[src/rtl/qbx_pkg.sv]
package qbx_pkg;

   typedef enum logic [2:0] {
      ST_IDLE,
      ST_ADDR,
      ST_ADDR_ACK,
      ST_WR,
      ST_WR_ACK,
      ST_RD,
      ST_RD_ACK
   } qbx_state_e;

   localparam int unsigned BYTE_W = 8;

endpackage

[src/rtl/qbx_glitch_filter.sv]
module qbx_glitch_filter #(
   parameter int unsigned SYNC_STAGES = 2,
   parameter int unsigned FILT_CYCLES = 4
) (
   input  logic clk,
   input  logic rst_n,
   input  logic line_i,
   output logic line_o
);
   localparam int unsigned CW = $clog2(FILT_CYCLES + 1);

   if (SYNC_STAGES < 2) begin : g_bad_sync
      $error("SYNC_STAGES must be at least 2");
   end
   if (FILT_CYCLES < 1) begin : g_bad_filt
      $error("FILT_CYCLES must be at least 1");
   end

   logic [SYNC_STAGES-1:0] sync_q;
   logic [CW-1:0]          cnt_q;
   logic                   out_q;
   logic                   s;

   assign s      = sync_q[SYNC_STAGES-1];
   assign line_o = out_q;

   always_ff @(posedge clk or negedge rst_n) begin
      if (!rst_n) begin
         sync_q <= '1;
         cnt_q  <= '0;
         out_q  <= 1'b1;
      end else begin
         sync_q <= {sync_q[SYNC_STAGES-2:0], line_i};
         if (s == out_q) begin
            cnt_q <= '0;
         end else if (cnt_q == CW'(FILT_CYCLES - 1)) begin
            out_q <= s;
            cnt_q <= '0;
         end else begin
            cnt_q <= cnt_q + CW'(1);
         end
      end
   end

   AST_FILT_FOLLOWS: assert property (@(posedge clk) disable iff (!rst_n)
      (out_q != $past(out_q)) |-> ($past(s) == out_q && $past(cnt_q) == CW'(FILT_CYCLES - 1)));

endmodule

[src/rtl/qbx_i2c_target.sv]
module qbx_i2c_target
   import qbx_pkg::*;
#(
   parameter logic [6:0] ADDR_BASE = 7'h20
) (
   input  logic              clk,
   input  logic              rst_n,
   input  logic              scl,
   input  logic              sda,
   input  logic [2:0]        addr_sel,
   input  logic [BYTE_W-1:0] rd_byte,
   output logic              sda_oe,
   output logic              wr_stb,
   output logic [BYTE_W-1:0] wr_byte,
   output logic              rd_req,
   output logic              xfer_rst
);
   qbx_state_e        state_q;
   logic              scl_q, sda_q;
   logic [3:0]        bit_cnt_q;
   logic [BYTE_W-1:0] sh_q, tx_q;
   logic              rw_q, mack_q, oe_q;
   logic [6:0]        my_addr;
   logic              scl_rise, scl_fall, start_c, stop_c;

   assign my_addr  = ADDR_BASE | {4'b0000, addr_sel};
   assign scl_rise = scl & ~scl_q;
   assign scl_fall = ~scl & scl_q;
   assign start_c  = scl & scl_q & sda_q & ~sda;
   assign stop_c   = scl & scl_q & ~sda_q & sda;
   assign sda_oe   = oe_q;

   always_ff @(posedge clk or negedge rst_n) begin
      if (!rst_n) begin
         state_q   <= ST_IDLE;
         scl_q     <= 1'b1;
         sda_q     <= 1'b1;
         bit_cnt_q <= '0;
         sh_q      <= '0;
         tx_q      <= '1;
         rw_q      <= 1'b0;
         mack_q    <= 1'b0;
         oe_q      <= 1'b0;
         wr_stb    <= 1'b0;
         wr_byte   <= '0;
         rd_req    <= 1'b0;
         xfer_rst  <= 1'b0;
      end else begin
         scl_q    <= scl;
         sda_q    <= sda;
         wr_stb   <= 1'b0;
         rd_req   <= 1'b0;
         xfer_rst <= 1'b0;
         if (start_c) begin
            state_q   <= ST_ADDR;
            bit_cnt_q <= '0;
            oe_q      <= 1'b0;
            xfer_rst  <= 1'b1;
         end else if (stop_c) begin
            state_q  <= ST_IDLE;
            oe_q     <= 1'b0;
            xfer_rst <= 1'b1;
         end else begin
            unique case (state_q)
               ST_ADDR, ST_WR: begin
                  if (scl_rise) begin
                     sh_q      <= {sh_q[BYTE_W-2:0], sda};
                     bit_cnt_q <= bit_cnt_q + 4'd1;
                  end else if (scl_fall && bit_cnt_q == 4'd8) begin
                     if (state_q == ST_ADDR) begin
                        if (sh_q[7:1] == my_addr) begin
                           oe_q    <= 1'b1;
                           rw_q    <= sh_q[0];
                           state_q <= ST_ADDR_ACK;
                        end else begin
                           state_q <= ST_IDLE;
                        end
                     end else begin
                        oe_q    <= 1'b1;
                        wr_stb  <= 1'b1;
                        wr_byte <= sh_q;
                        state_q <= ST_WR_ACK;
                     end
                  end
               end
               ST_ADDR_ACK: begin
                  if (scl_fall) begin
                     bit_cnt_q <= '0;
                     if (rw_q) begin
                        tx_q    <= rd_byte;
                        rd_req  <= 1'b1;
                        oe_q    <= ~rd_byte[7];
                        state_q <= ST_RD;
                     end else begin
                        oe_q    <= 1'b0;
                        state_q <= ST_WR;
                     end
                  end
               end
               ST_WR_ACK: begin
                  if (scl_fall) begin
                     oe_q      <= 1'b0;
                     bit_cnt_q <= '0;
                     state_q   <= ST_WR;
                  end
               end
               ST_RD: begin
                  if (scl_rise) begin
                     bit_cnt_q <= bit_cnt_q + 4'd1;
                  end else if (scl_fall) begin
                     if (bit_cnt_q == 4'd8) begin
                        oe_q    <= 1'b0;
                        state_q <= ST_RD_ACK;
                     end else begin
                        tx_q <= {tx_q[BYTE_W-2:0], 1'b1};
                        oe_q <= ~tx_q[6];
                     end
                  end
               end
               ST_RD_ACK: begin
                  if (scl_rise) begin
                     mack_q <= ~sda;
                  end else if (scl_fall) begin
                     if (mack_q) begin
                        tx_q      <= rd_byte;
                        rd_req    <= 1'b1;
                        oe_q      <= ~rd_byte[7];
                        bit_cnt_q <= '0;
                        state_q   <= ST_RD;
                     end else begin
                        state_q <= ST_IDLE;
                     end
                  end
               end
               default: begin
                  oe_q <= 1'b0;
               end
            endcase
         end
      end
   end

   AST_IDLE_RELEASED: assert property (@(posedge clk) disable iff (!rst_n)
      (state_q == ST_IDLE) |-> !oe_q);

   AST_STB_EXCLUSIVE: assert property (@(posedge clk) disable iff (!rst_n)
      $onehot0({wr_stb, rd_req}));

   AST_STB_WITH_ACK: assert property (@(posedge clk) disable iff (!rst_n)
      wr_stb |-> (oe_q && state_q == ST_WR_ACK));

   AST_NACK_ENDS: assert property (@(posedge clk) disable iff (!rst_n)
      (state_q == ST_RD_ACK && scl_fall && !mack_q && !start_c && !stop_c) |=> (state_q == ST_IDLE && !oe_q));

endmodule

[src/rtl/qbx_port.sv]
module qbx_port
   import qbx_pkg::*;
#(
   parameter int unsigned PIN_COUNT   = 16,
   parameter int unsigned SYNC_STAGES = 2
) (
   input  logic                 clk,
   input  logic                 rst_n,
   input  logic [PIN_COUNT-1:0] pins_raw,
   input  logic                 wr_stb,
   input  logic [BYTE_W-1:0]    wr_byte,
   input  logic                 rd_req,
   input  logic                 xfer_rst,
   output logic [PIN_COUNT-1:0] latch_o,
   output logic [BYTE_W-1:0]    rd_byte,
   output logic                 irq_n
);
   logic [PIN_COUNT-1:0] sync_q [SYNC_STAGES];
   logic [PIN_COUNT-1:0] pin_s;
   logic [PIN_COUNT-1:0] latch_q;
   logic [PIN_COUNT-1:0] ref_q;
   logic                 rd_first;
   logic                 irq_q;

   always_ff @(posedge clk or negedge rst_n) begin
      if (!rst_n) begin
         for (int i = 0; i < SYNC_STAGES; i++) sync_q[i] <= '1;
      end else begin
         sync_q[0] <= pins_raw;
         for (int i = 1; i < SYNC_STAGES; i++) sync_q[i] <= sync_q[i-1];
      end
   end
   assign pin_s = sync_q[SYNC_STAGES-1];

   if (PIN_COUNT == 8) begin : g_single
      assign rd_byte  = pin_s;
      assign rd_first = 1'b1;

      always_ff @(posedge clk or negedge rst_n) begin
         if (!rst_n) begin
            latch_q <= '1;
            ref_q   <= '1;
         end else begin
            if (wr_stb) latch_q <= wr_byte;
            if (rd_req) ref_q <= pin_s;
         end
      end
   end else begin : g_pair
      logic              idx_q;
      logic [BYTE_W-1:0] lo_q;
      logic [BYTE_W-1:0] snap_hi_q;

      assign rd_first = ~idx_q;
      assign rd_byte  = idx_q ? snap_hi_q : pin_s[7:0];

      always_ff @(posedge clk or negedge rst_n) begin
         if (!rst_n) begin
            latch_q   <= '1;
            ref_q     <= '1;
            idx_q     <= 1'b0;
            lo_q      <= '1;
            snap_hi_q <= '1;
         end else if (xfer_rst) begin
            idx_q <= 1'b0;
         end else if (wr_stb) begin
            if (!idx_q) begin
               lo_q  <= wr_byte;
               idx_q <= 1'b1;
            end else begin
               latch_q <= {wr_byte, lo_q};
               idx_q   <= 1'b0;
            end
         end else if (rd_req) begin
            if (!idx_q) begin
               snap_hi_q <= pin_s[15:8];
               ref_q     <= pin_s;
               idx_q     <= 1'b1;
            end else begin
               idx_q <= 1'b0;
            end
         end
      end
   end

   always_ff @(posedge clk or negedge rst_n) begin
      if (!rst_n) irq_q <= 1'b0;
      else        irq_q <= (pin_s != ref_q);
   end

   assign irq_n   = ~irq_q;
   assign latch_o = latch_q;

   AST_LATCH_NEEDS_STB: assert property (@(posedge clk) disable iff (!rst_n)
      (latch_q != $past(latch_q)) |-> $past(wr_stb));

   AST_READ_REARMS: assert property (@(posedge clk) disable iff (!rst_n)
      (rd_req && rd_first && !xfer_rst) |=> (ref_q == $past(pin_s)));

endmodule

[src/rtl/qbx_expander.sv]
module qbx_expander
   import qbx_pkg::*;
#(
   parameter int unsigned PIN_COUNT   = 16,
   parameter logic [6:0]  ADDR_BASE   = 7'h20,
   parameter int unsigned SYNC_STAGES = 2,
   parameter int unsigned FILT_CYCLES = 4
) (
   input  logic                 clk,
   input  logic                 rst_n,
   input  logic                 scl_i,
   input  logic                 sda_i,
   output logic                 sda_oe,
   input  logic [2:0]           addr_sel,
   input  logic [PIN_COUNT-1:0] pin_i,
   output logic [PIN_COUNT-1:0] pin_pd,
   output logic                 irq_n
);
   if (PIN_COUNT != 8 && PIN_COUNT != 16) begin : g_bad_pins
      $error("PIN_COUNT must be 8 or 16");
   end
   if (ADDR_BASE[2:0] != 3'b000) begin : g_bad_base
      $error("ADDR_BASE low three bits must be zero");
   end

   logic [1:0]           raw_lines;
   logic [1:0]           clean_lines;
   logic                 wr_stb, rd_req, xfer_rst;
   logic [BYTE_W-1:0]    wr_byte, rd_byte;
   logic [PIN_COUNT-1:0] latch;

   assign raw_lines = {sda_i, scl_i};

   for (genvar g = 0; g < 2; g++) begin : g_line
      qbx_glitch_filter #(
         .SYNC_STAGES(SYNC_STAGES),
         .FILT_CYCLES(FILT_CYCLES)
      ) u_filt (
         .clk   (clk),
         .rst_n (rst_n),
         .line_i(raw_lines[g]),
         .line_o(clean_lines[g])
      );
   end

   qbx_i2c_target #(
      .ADDR_BASE(ADDR_BASE)
   ) u_target (
      .clk     (clk),
      .rst_n   (rst_n),
      .scl     (clean_lines[0]),
      .sda     (clean_lines[1]),
      .addr_sel(addr_sel),
      .rd_byte (rd_byte),
      .sda_oe  (sda_oe),
      .wr_stb  (wr_stb),
      .wr_byte (wr_byte),
      .rd_req  (rd_req),
      .xfer_rst(xfer_rst)
   );

   qbx_port #(
      .PIN_COUNT  (PIN_COUNT),
      .SYNC_STAGES(SYNC_STAGES)
   ) u_port (
      .clk     (clk),
      .rst_n   (rst_n),
      .pins_raw(pin_i),
      .wr_stb  (wr_stb),
      .wr_byte (wr_byte),
      .rd_req  (rd_req),
      .xfer_rst(xfer_rst),
      .latch_o (latch),
      .rd_byte (rd_byte),
      .irq_n   (irq_n)
   );

   assign pin_pd = ~latch;

endmodule

[config.mk]
export PLATFORM = sky130hd
export DESIGN_NAME = qbx_expander
export DESIGN_NICKNAME = d
export VERILOG_FILES = /design/src/rtl/qbx_pkg.sv /design/src/rtl/qbx_glitch_filter.sv /design/src/rtl/qbx_i2c_target.sv /design/src/rtl/qbx_port.sv /design/src/rtl/qbx_expander.sv
export SDC_FILE = /design/constraint.sdc
export NUM_CORES = 1
export LEC_CHECK = 0
export BUFFER_PORTS_ARGS = -buffer_cell sky130_fd_sc_hd__buf_2
export CORE_MARGIN = 5
export CORE_UTILIZATION = 41
export DETAILED_ROUTE_END_ITERATION = 8
export PLACE_DENSITY = 0.7
export SKIP_CTS_REPAIR_TIMING = 1
export SYNTH_ARGS = -nofsm -noshare
export SYNTH_HDL_FRONTEND = slang
export SYNTH_SLANG_ARGS = --single-unit
export TNS_END_PERCENT = 50
[constraint.sdc]
create_clock -name clk -period 2.2 [get_ports clk]
set_clock_uncertainty 0.1 [all_clocks]
set_input_delay 0.44 -clock clk [delete_from_list [all_inputs] [get_ports clk]]
set_output_delay 0.44 -clock clk [all_outputs]
set_load 0.01 [all_outputs]
==> impl_metrics.env, run 1 <==
export IMPL_p_per_area_nw_per_um2=1240
export IMPL_coreArea_um2=12500
export IMPL_grtUsageTotal_pct=13.2
export IMPL_drive_above_1_share_pct=51.4
export IMPL_crit_required_ns=2.39
export IMPL_ys_ff_latch=124
export IMPL_setup_tns_ns=0
export IMPL_yosysWarnings=0
export IMPL_async_reset_ff_share_pct=100
export IMPL_path_max_fanout=4
export IMPL_synthSimpleGateAreaFrac_pct=9.61
export IMPL_irDropWorstVdd_v=0.000515
export IMPL_leakage_nw=2.78
export IMPL_yosys_area_share_xor_xnor_pct=4.08
export IMPL_drcViolationCount=0
export IMPL_die_h_um=122
export IMPL_grt_pass1_vias=3196
export IMPL_drv_slew=0
export IMPL_hp_class="in2reg"
export IMPL_outcome="finished, final reports clean"
export IMPL_die_area_um2=14900
export IMPL_gr_total_overflow=0
export IMPL_synth_edf_count=0
export IMPL_cp_end_kind="flop"
export IMPL_pre_cts_slack_ns=0.0751
export IMPL_cp_startpoint="u_target.sh_q[4]"
export IMPL_netlist_area_um2=5150
export IMPL_post_dp_hpwl_mm=5.98
export IMPL_min_delay_start="pin_i[15]"
export IMPL_regArea_um2=3210
export IMPL_vias=3101
export IMPL_syn_inst=375
export IMPL_synth_cell_type_count=51
export IMPL_finalSetupViolations=0
export IMPL_postRouteAntennaNets=0
export IMPL_grt_pass1_wl_mm=15.1
export IMPL_via_per_inst=4.87
export IMPL_syn_avg_cell_area_um2=13.7
export IMPL_grt_max_degree=53
export IMPL_port_buffers=40
export IMPL_synth_top_flop_cell="dfstp_2"
export IMPL_fillers=1086
export IMPL_relSlewSlack_pct=68.4
export IMPL_synth_top_family_by_area="multiplexers"
export IMPL_multiInputGateArea_um2=1810
export IMPL_r2r_start="u_target.sh_q[4]"
export IMPL_cts_tree="yes"
export IMPL_synth_compound_area_share_pct=5.00
export IMPL_ys_seq_area_share_pct=62.3
export IMPL_place_congestion=0.853
export IMPL_hold_violations=0
export IMPL_initial_core_util_pct=41.3
export IMPL_routed_wl_mm=8.72
export IMPL_synthesis_nets=402
export IMPL_crit_type="reg2reg"
export IMPL_rows=41
export IMPL_ios=41
export IMPL_die_w_um=122
export IMPL_layout_commonest_cell="dfstp_2"
export IMPL_firstDrtPassIters=5
export IMPL_htreeDepth=4
export IMPL_cts_sinks=124
export IMPL_n_antenna_cell=0
export IMPL_tightestPinTransition_ns=0.474
export IMPL_drt_iter0_drc=193
export IMPL_synthAdderAreaFrac_pct=0.971
export IMPL_cp_arrival_ns=2.28
export IMPL_clockBufferDepth=2
export IMPL_max_freq_ghz=0.479
export IMPL_wire_per_inst_um=13.7
export IMPL_root_buffer="clkbuf_16"
export IMPL_syn2layout_area_growth_pct=23.2
export IMPL_cap_violations=0
export IMPL_clk_pin_slew_ns=0.05
export IMPL_finalCritPeriodShare_pct=94.8
export IMPL_nets=479
export IMPL_min_period_ns=2.09
export IMPL_final_cell_mix="87 x dfstp_2, 54 x mux2_2, 39 x buf_2"
export IMPL_rsz0062_at_grt="false"
export IMPL_cts_made_buffers=17
export IMPL_setup_slack_ns=0.113
export IMPL_muxShareOfSynthArea_pct=15.5
export IMPL_insertion_delay_ns=0.42
export IMPL_antenna_found_initial=0
export IMPL_startpoint_type="flop"
## flip-flops by register name, indices dropped and copies added (netlist names), 2 cells and up
signal,count
u_target.wr_byte,8
g_line.u_filt.cnt_q,6
u_port.g_pair.snap_hi_q,8
u_port.sync_q,16
g_line.u_filt.line_o,2
u_target.bit_cnt_q,4
u_target.sh_q,8
u_port.pin_s,16
u_port.g_pair.lo_q,8
u_port.latch_o,16
g_line.u_filt.sync_q,4
u_target.state_q,3
u_port.ref_q,8
u_target.tx_q,7
## cells in the mapped netlist, drive strengths merged, types with 2 or more instances
library cell | instances | area (um^2)
ha | 4 | 50.1
clkbuf | 3 | 11.3
nand2b | 4 | 25.0
xor2 | 21 | 184
dfrtp | 37 | 926
dfstp | 87 | 2290
nor2b | 2 | 12.5
o21bai | 2 | 15.0
nand4 | 4 | 25.0
nand3 | 2 | 10.0
nor4 | 9 | 71.3
buf | 7 | 37.5
and3b | 3 | 26.3
nand2 | 19 | 71.3
o31ai | 2 | 15.0
a21oi | 6 | 33.8
mux2 | 61 | 687
nor3b | 5 | 42.5
inv | 22 | 82.6
nand3b | 3 | 22.5
nor2 | 14 | 52.6
xnor2 | 3 | 26.3
o21ai | 15 | 75.1
nor3 | 8 | 51.3
mux2i | 11 | 110
a221oi | 2 | 23.8
nor4b | 2 | 38.8
o221ai | 2 | 17.5
## critical path, cell delays in order, from the launching register on
cell     delay, ns
dfrtp_1       0.40
or4b_4        0.56
nor4_4        0.32
nor4b_4       0.25
mux2_1        0.34
## power breakdown
| group | switching (mW) | internal [mW] |
|---|---|---|
| logic | 0.959 | 0.947 |
| clock network | 0.965 | 1.64 |
| registers | 0.430 | 2.91 |
## per-layer routing
layer / track usage, % / vias up / routed length (um)
li1: - / 1470 / -
met1: 16.4 / 1543 / 3740
met2: 20.4 / 66 / 4380
met3: 5.11 / 22 / 418
met4: 5.81 / 0 / 183
met5: 0 / - / 0
## logic make-up after synthesis
group	after synthesis
DFF	124
and+or+nand+nor	81
muxes	72
AOI/OAI and AO/OA	38
buffers and inverters	32
xor gates and xnor gates	24
adders and majority gates	4
## through the flow
stage / std cells / hold slack [ns] / util, % / power [mW] / instance area, um^2
floorplan: 375 / 0.0444 / - / 4.70 / 5150
global placement: 593 / 0.245 / 45.5 / 5.13 / 5670
detailed placement: 593 / 0.247 / 45.5 / 5.22 / 5670
CTS: 625 / -0.113 / 50.0 / 7.88 / 6230
global route: 637 / 0.000366 / 50.9 / 8.32 / 6350
finish: 637 / 0.0201 / 50.9 / 7.85 / 6350
## path summary, 6_finish.rpt
path,endpoint,slack [ns],cells past startpoint
min in group asynchronous,u_port.irq_q,0.45,2
setup reg to reg,u_target.rw_q,0.11,4
max in group asynchronous,u_port.latch_o[0],0.87,3
hold / removal,u_port.sync_q[31],0.02,1
hold reg to reg,u_port.pin_s[8],0.25,0
setup / recovery,u_target.rw_q,0.11,4
## cell type report
type	instances	share of cell area (%)
clock inverters	10	1.42
inverters	22	1.30
multi-input cells	219	28.5
clock buffers	22	7.47
flip-flops and latches	124	50.6
repair buffers	68	7.33
well taps	172	3.39
Power figures use the tool's default switching activity.
==> run 2, diff against run 1 <==
--- a/config.mk
+++ b/config.mk
@@ -5,8 +5,8 @@
 export SDC_FILE = /design/constraint.sdc
 export NUM_CORES = 1
 export LEC_CHECK = 0
+export ABC_AREA = 1
 export BUFFER_PORTS_ARGS = -buffer_cell sky130_fd_sc_hd__buf_2
-export CORE_MARGIN = 5
 export CORE_UTILIZATION = 41
 export DETAILED_ROUTE_END_ITERATION = 8
 export PLACE_DENSITY = 0.7
==> impl_metrics.env, run 2 <==
export IMPL_min_delay_start="scl_i"
export IMPL_port_buffers=40
export IMPL_irDropWorstVdd_v=0.000580
export IMPL_met1_length_mm=4.33
export IMPL_synth_cell_type_count=32
export IMPL_grt_pass1_wl_mm=16.0
export IMPL_ys_ff_latch=124
export IMPL_synth_top_flop_cell="dfstp_2"
export IMPL_die_h_um=115
export IMPL_cts_tree="yes"
export IMPL_tightestPinTransition_ns=0.486
export IMPL_synth_top_family_by_area="simple AND/OR/NAND/NOR gates"
export IMPL_drt_iter0_drc=205
export IMPL_highest_signal_layer="met4"
export IMPL_synthSimpleGateAreaFrac_pct=19.6
export IMPL_htreeDepth=4
export IMPL_cts_sinks=124
export IMPL_final_cell_mix="138 x nand2_1, 87 x dfstp_2, 58 x inv_1"
export IMPL_p_per_area_nw_per_um2=1250
export IMPL_cp_startpoint="u_target.state_q[2]"
export IMPL_rows=40
export IMPL_cts_made_buffers=17
export IMPL_cp_arrival_ns=2.17
export IMPL_drive_above_1_share_pct=32.8
export IMPL_path_max_fanout=15
export IMPL_synthTopCellsByArea="dfstp_2 44%, dfrtp_1 18%, nand2_1 9.9%, inv_1 4.2%, nor2_1 3.4%"
export IMPL_syn2layout_area_growth_pct=19.8
export IMPL_async_reset_ff_share_pct=100
export IMPL_nets=626
export IMPL_ios=41
export IMPL_p_total_mw=7.82
export IMPL_die_w_um=115
export IMPL_r2r_start="u_target.state_q[2]"
export IMPL_synthesis_nets=568
export IMPL_gr_total_overflow=0
export IMPL_yosysWarnings=0
export IMPL_layout_commonest_cell="nand2_1"
export IMPL_ys_seq_area_share_pct=61.4
export IMPL_synth_common_cells="138 x nand2_1, 87 x dfstp_2, 58 x inv_1, 48 x nor2_1, 37 x dfrtp_1"
export IMPL_syn_avg_cell_area_um2=9.68
export IMPL_reg2reg_to="u_target.tx_q[2]"
export IMPL_crit_required_ns=2.44
export IMPL_cp_end_kind="flop"
export IMPL_grtUsageTotal_pct=15.9
export IMPL_post_dp_hpwl_mm=6.58
export IMPL_routed_wl_mm=9.23
export IMPL_clockBufferDepth=2
export IMPL_r2r_slack_ns=0.28
export IMPL_postRouteAntennaNets=0
export IMPL_max_freq_ghz=0.520
export IMPL_rr_worst_depth=7
export IMPL_min_period_ns=1.92
export IMPL_dr_wl_met3_um=448
export IMPL_via_per_inst=4.67
export IMPL_initial_core_util_pct=42.9
export IMPL_grt_max_degree=47
export IMPL_hp_class="in2reg"
export IMPL_clk_pin_slew_ns=0.05
export IMPL_finalSetupViolations=0
export IMPL_finalCritPeriodShare_pct=87.4
export IMPL_yosys_area_share_xor_xnor_pct=2.68
export IMPL_wire_per_inst_um=11.8
export IMPL_cap_violations=0
export IMPL_yosysMostFrequentCell="nand2_1"
export IMPL_coreArea_um2=12200
export IMPL_synth_top_area_share_pct=43.7
export IMPL_rsz0062_at_grt="false"
export IMPL_setup_tns_ns=0
export IMPL_root_buffer="clkbuf_16"
export IMPL_syn_inst=541
export IMPL_leakage_nw=2.78
export IMPL_worstHoldPathCells=1
export IMPL_die_area_um2=13200
export IMPL_netlist_area_um2=5240
export IMPL_place_congestion=0.862
export IMPL_wl_met2_mm=4.30
export IMPL_insertion_delay_ns=0.42
export IMPL_holdPathEnd="g_line[0].u_filt.sync_q[0]"
export IMPL_relSlewSlack_pct=67.6
export IMPL_startpoint_type="flop"
export IMPL_antenna_found_initial=0
export IMPL_vias=3641
export IMPL_drcViolationCount=0
export IMPL_firstDrtPassIters=5
export IMPL_drv_slew=0
export IMPL_muxShareOfSynthArea_pct=2.80
export IMPL_synthAdderAreaFrac_pct=0.956
export IMPL_hold_violations=0
export IMPL_post_synth_top_area_cell="dfstp_2"
export IMPL_grt_pass1_vias=3586
export IMPL_n_antenna_cell=0
export IMPL_outcome="finished, final reports clean"
export IMPL_synth_compound_area_share_pct=6.88
export IMPL_synth_edf_count=0
export IMPL_crit_type="reg2reg"
-- run 2: layout make-up --
| cell class | instances | area, um^2 |
|---|---|---|
| inverter | 66 | 248 |
| fill | 1107 | 5940 |
| sequential | 124 | 3210 |
| timing repair buffer | 51 | 325 |
| multi-input combinational | 339 | 1720 |
| clock buffer | 21 | 460 |
| tap | 168 | 210 |
| clock inverter | 11 | 93.8 |
-- run 2: metrics by stage --
stage	util (%)	cells	hold slack (ns)	instance area [um^2]	worst slack, ns
6_report	51.4	780	0.0206	6270	0.278
2_1_floorplan	-	541	0.0444	5240	0.626
5_1_grt	51.4	780	0.00120	6270	0.0700
3_3_place_gp	46.3	742	0.246	5660	0.383
4_1_cts	50.9	774	-0.125	6210	0.293
3_5_place_dp	46.3	742	0.247	5660	0.308
-- run 2: worst max path at each step --
| stage | endpoint | slack, ns |
|---|---|---|
| finish | u_target.tx_q[2] | 0.28 |
| CTS | u_target.tx_q[2] | 0.29 |
| global placement | u_target.tx_q[6] | 0.38 |
| floorplan | u_target.tx_q[0] | 0.63 |
| global route | u_target.tx_q[0] | 0.07 |
| detailed placement | u_target.tx_q[2] | 0.31 |
-- run 2: critical path: stages, from the launching register on --
cell and delay (ns):
dfrtp_1 0.57, nand3_2 0.31, nor2_1 0.28, nand2_1 0.09, nand2_1 0.22, nand2_2 0.15, nand2_1 0.09, nand2_1 0.05
-- run 2: per-layer routing --
metal  vias to the layer above  track usage [%]
met4                         0             7.36
met3                        13             5.80
met5                         -                0
met2                        77             24.7
li1                       1836                -
met1                      1715             19.8
-- run 2: power breakdown --
part / switching [mW] / internal [mW]
combinational: 1.23 / 0.754
sequential: 0.384 / 2.89
clock: 0.959 / 1.60
-- run 2: cells by family after synthesis --
family | Yosys count
multiplexers | 13
AO/OA/AOI/OAI | 68
adder cells (fa/ha/maj) | 4
flip-flops | 124
XOR/XNOR | 16
AND/OR/NAND/NOR | 238
buffers and inverters | 78
==> run 3, diff against run 2 <==
--- a/config.mk
+++ b/config.mk
@@ -7,9 +7,9 @@
 export LEC_CHECK = 0
 export ABC_AREA = 1
 export BUFFER_PORTS_ARGS = -buffer_cell sky130_fd_sc_hd__buf_2
-export CORE_UTILIZATION = 41
+export CORE_UTILIZATION = 50
 export DETAILED_ROUTE_END_ITERATION = 8
-export PLACE_DENSITY = 0.7
+export PLACE_DENSITY = 0.8
 export SKIP_CTS_REPAIR_TIMING = 1
 export SYNTH_ARGS = -nofsm -noshare
 export SYNTH_HDL_FRONTEND = slang
==> impl_metrics.env, run 3 (synthesis results as in run 2) <==
export IMPL_outcome="finished, final reports clean"
export IMPL_rr_worst_depth=7
export IMPL_pre_cts_slack_ns=0.282
export IMPL_met2_usage_pct=31.5
export IMPL_rows=36
export IMPL_crit_type="reg2reg"
export IMPL_clockBufferDepth=2
export IMPL_max_freq_ghz=0.494
export IMPL_p_switching_mw=2.62
export IMPL_grtUsageMet1_pct=23.6
export IMPL_cp_cell_sequence="nand3_2, nor2_1, nand2_1, nand2_1, nand2_2, nand2_1, nand2_1"
export IMPL_r2r_slack_ns=0.17
export IMPL_finalSetupViolations=0
export IMPL_reg2reg_to="u_target.tx_q[0]"
export IMPL_met3_usage_pct=7.27
export IMPL_cts_tree="yes"
export IMPL_crit_required_ns=2.54
export IMPL_hold_slack_ns=0.253
export IMPL_nets=639
export IMPL_routed_wl_mm=9.84
export IMPL_irDropWorstVdd_v=0.000517
export IMPL_clk_pin_slew_ns=0.06
export IMPL_p_int_mw=5.41
export IMPL_die_h_um=104
export IMPL_hold_violations=0
export IMPL_post_route_util_pct=64.2
export IMPL_cts_made_buffers=17
export IMPL_die_w_um=104
export IMPL_insertion_delay_ns=0.51
export IMPL_antenna_found_initial=0
export IMPL_final_cell_mix="138 x nand2_1, 87 x dfstp_2, 58 x inv_1"
export IMPL_cp_end_kind="flop"
export IMPL_min_period_ns=2.03
export IMPL_startpoint_type="flop"
export IMPL_postRouteAntennaNets=0
export IMPL_leakage_nw=2.85
export IMPL_gr_total_overflow=0
export IMPL_cp_arrival_ns=2.37
export IMPL_grt_busiest_layer="met2"
export IMPL_hp_class="reg2reg"
export IMPL_finalCritPeriodShare_pct=92.1
export IMPL_initial_core_util_pct=52.6
export IMPL_rsz0062_at_grt="false"
export IMPL_syn2layout_area_growth_pct=22.1
export IMPL_port_buffers=40
export IMPL_grt_max_degree=48
export IMPL_drt_iter0_drc=256
export IMPL_ios=41
export IMPL_htreeDepth=4
export IMPL_layout_commonest_cell="nand2_1"
export IMPL_grtUsageTotal_pct=19.4
export IMPL_grt_pass1_wl_mm=16.3
export IMPL_clockPowerShare_pct=33.3
export IMPL_drcViolationCount=0
export IMPL_min_delay_start="u_port.sync_q[19]"
export IMPL_p_sw_share_pct=32.6
export IMPL_coreArea_um2=9950
export IMPL_vias=3755
export IMPL_setup_slack_ns=0.174
export IMPL_die_area_um2=10900
export IMPL_via_per_inst=4.95
export IMPL_n_antenna_cell=0
export IMPL_tightestPinTransition_ns=0.442
export IMPL_cts_sinks=124
export IMPL_wire_per_inst_um=13.0
export IMPL_pwr_share_seq_pct=41.0
export IMPL_crit_path_frequent_cell="nand2_1"
export IMPL_p_per_area_nw_per_um2=1260
export IMPL_setup_tns_ns=0
export IMPL_root_buffer="clkbuf_8"
export IMPL_grt_pass1_vias=3563
export IMPL_holdPathEnd="u_port.pin_s[3]"
export IMPL_cap_violations=0
export IMPL_cp_slowest_cell="dfrtp_1"
export IMPL_drive_above_1_share_pct=31.7
export IMPL_r2r_start="u_target.state_q[2]"
export IMPL_p_comb_share_pct=25.7
export IMPL_relSlewSlack_pct=70.5
export IMPL_critPathMaxStageDelay_ns=0.56
export IMPL_worstHoldPathCells=0
export IMPL_firstDrtPassIters=5
export IMPL_post_dp_hpwl_mm=6.47
export IMPL_place_congestion=0.878
export IMPL_path_max_fanout=15
export IMPL_drv_slew=0
run 3: layout make-up:
class / instances / area (um^2)
fill: 778 / 3560
clock inverter: 4 / 48.8
tap: 133 / 166
sequential: 124 / 3210
multi-input combinational: 339 / 1720
timing repair buffer: 64 / 455
clock buffer: 28 / 538
inverter: 66 / 248
run 3: layer usage:
metal  vias up  wire [um]  part of all wire (%)
li1       1863          -                     -
met1      1801       4400                    45
met2        84       4940                    50
met3         7        412                   4.2
met4         0         87                  0.88
met5         -          0                     0
run 3: stage by stage:
step	instance area, um^2	total power [mW]	cells
floorplan	5240	4.86	541
global placement	5610	5.18	707
detailed placement	5610	5.29	707
CTS	6200	8.05	739
global route	6390	8.55	758
finish	6390	8.03	758
run 3: worst max-delay path by stage:
| stage | to | slack [ns] | cells after the start | start |
|---|---|---|---|---|
| after floorplan | u_target.tx_q[0] | 0.63 | 9 | u_target.sda_q |
| after global placement | u_target.tx_q[1] | 0.31 | 7 | u_target.state_q[2] |
| after detailed placement | u_target.tx_q[2] | 0.28 | 7 | u_target.state_q[2] |
| after CTS | u_target.tx_q[0] | 0.22 | 7 | u_target.state_q[2] |
| after global routing | u_target.tx_q[4] | 0.008 | 7 | u_target.state_q[2] |
| final | u_target.tx_q[0] | 0.17 | 7 | u_target.state_q[2] |
run 3: power by group through the flow:
stage | Combinational, mW | Clock, mW | Sequential [mW]
2_1_floorplan | 1.66 | 0 | 3.21
3_3_place_gp | 1.91 | 0 | 3.27
3_5_place_dp | 1.99 | 0 | 3.30
4_1_cts | 2.02 | 2.74 | 3.29
5_1_grt | 2.33 | 2.86 | 3.35
6_report | 2.06 | 2.67 | 3.30
run 3: worst max-delay path, delay by kind of cell, from the launching register on:
kind,cells,cell delay [ns]
AND/OR/NAND/NOR,7,1.29
flip-flops,1,0.56
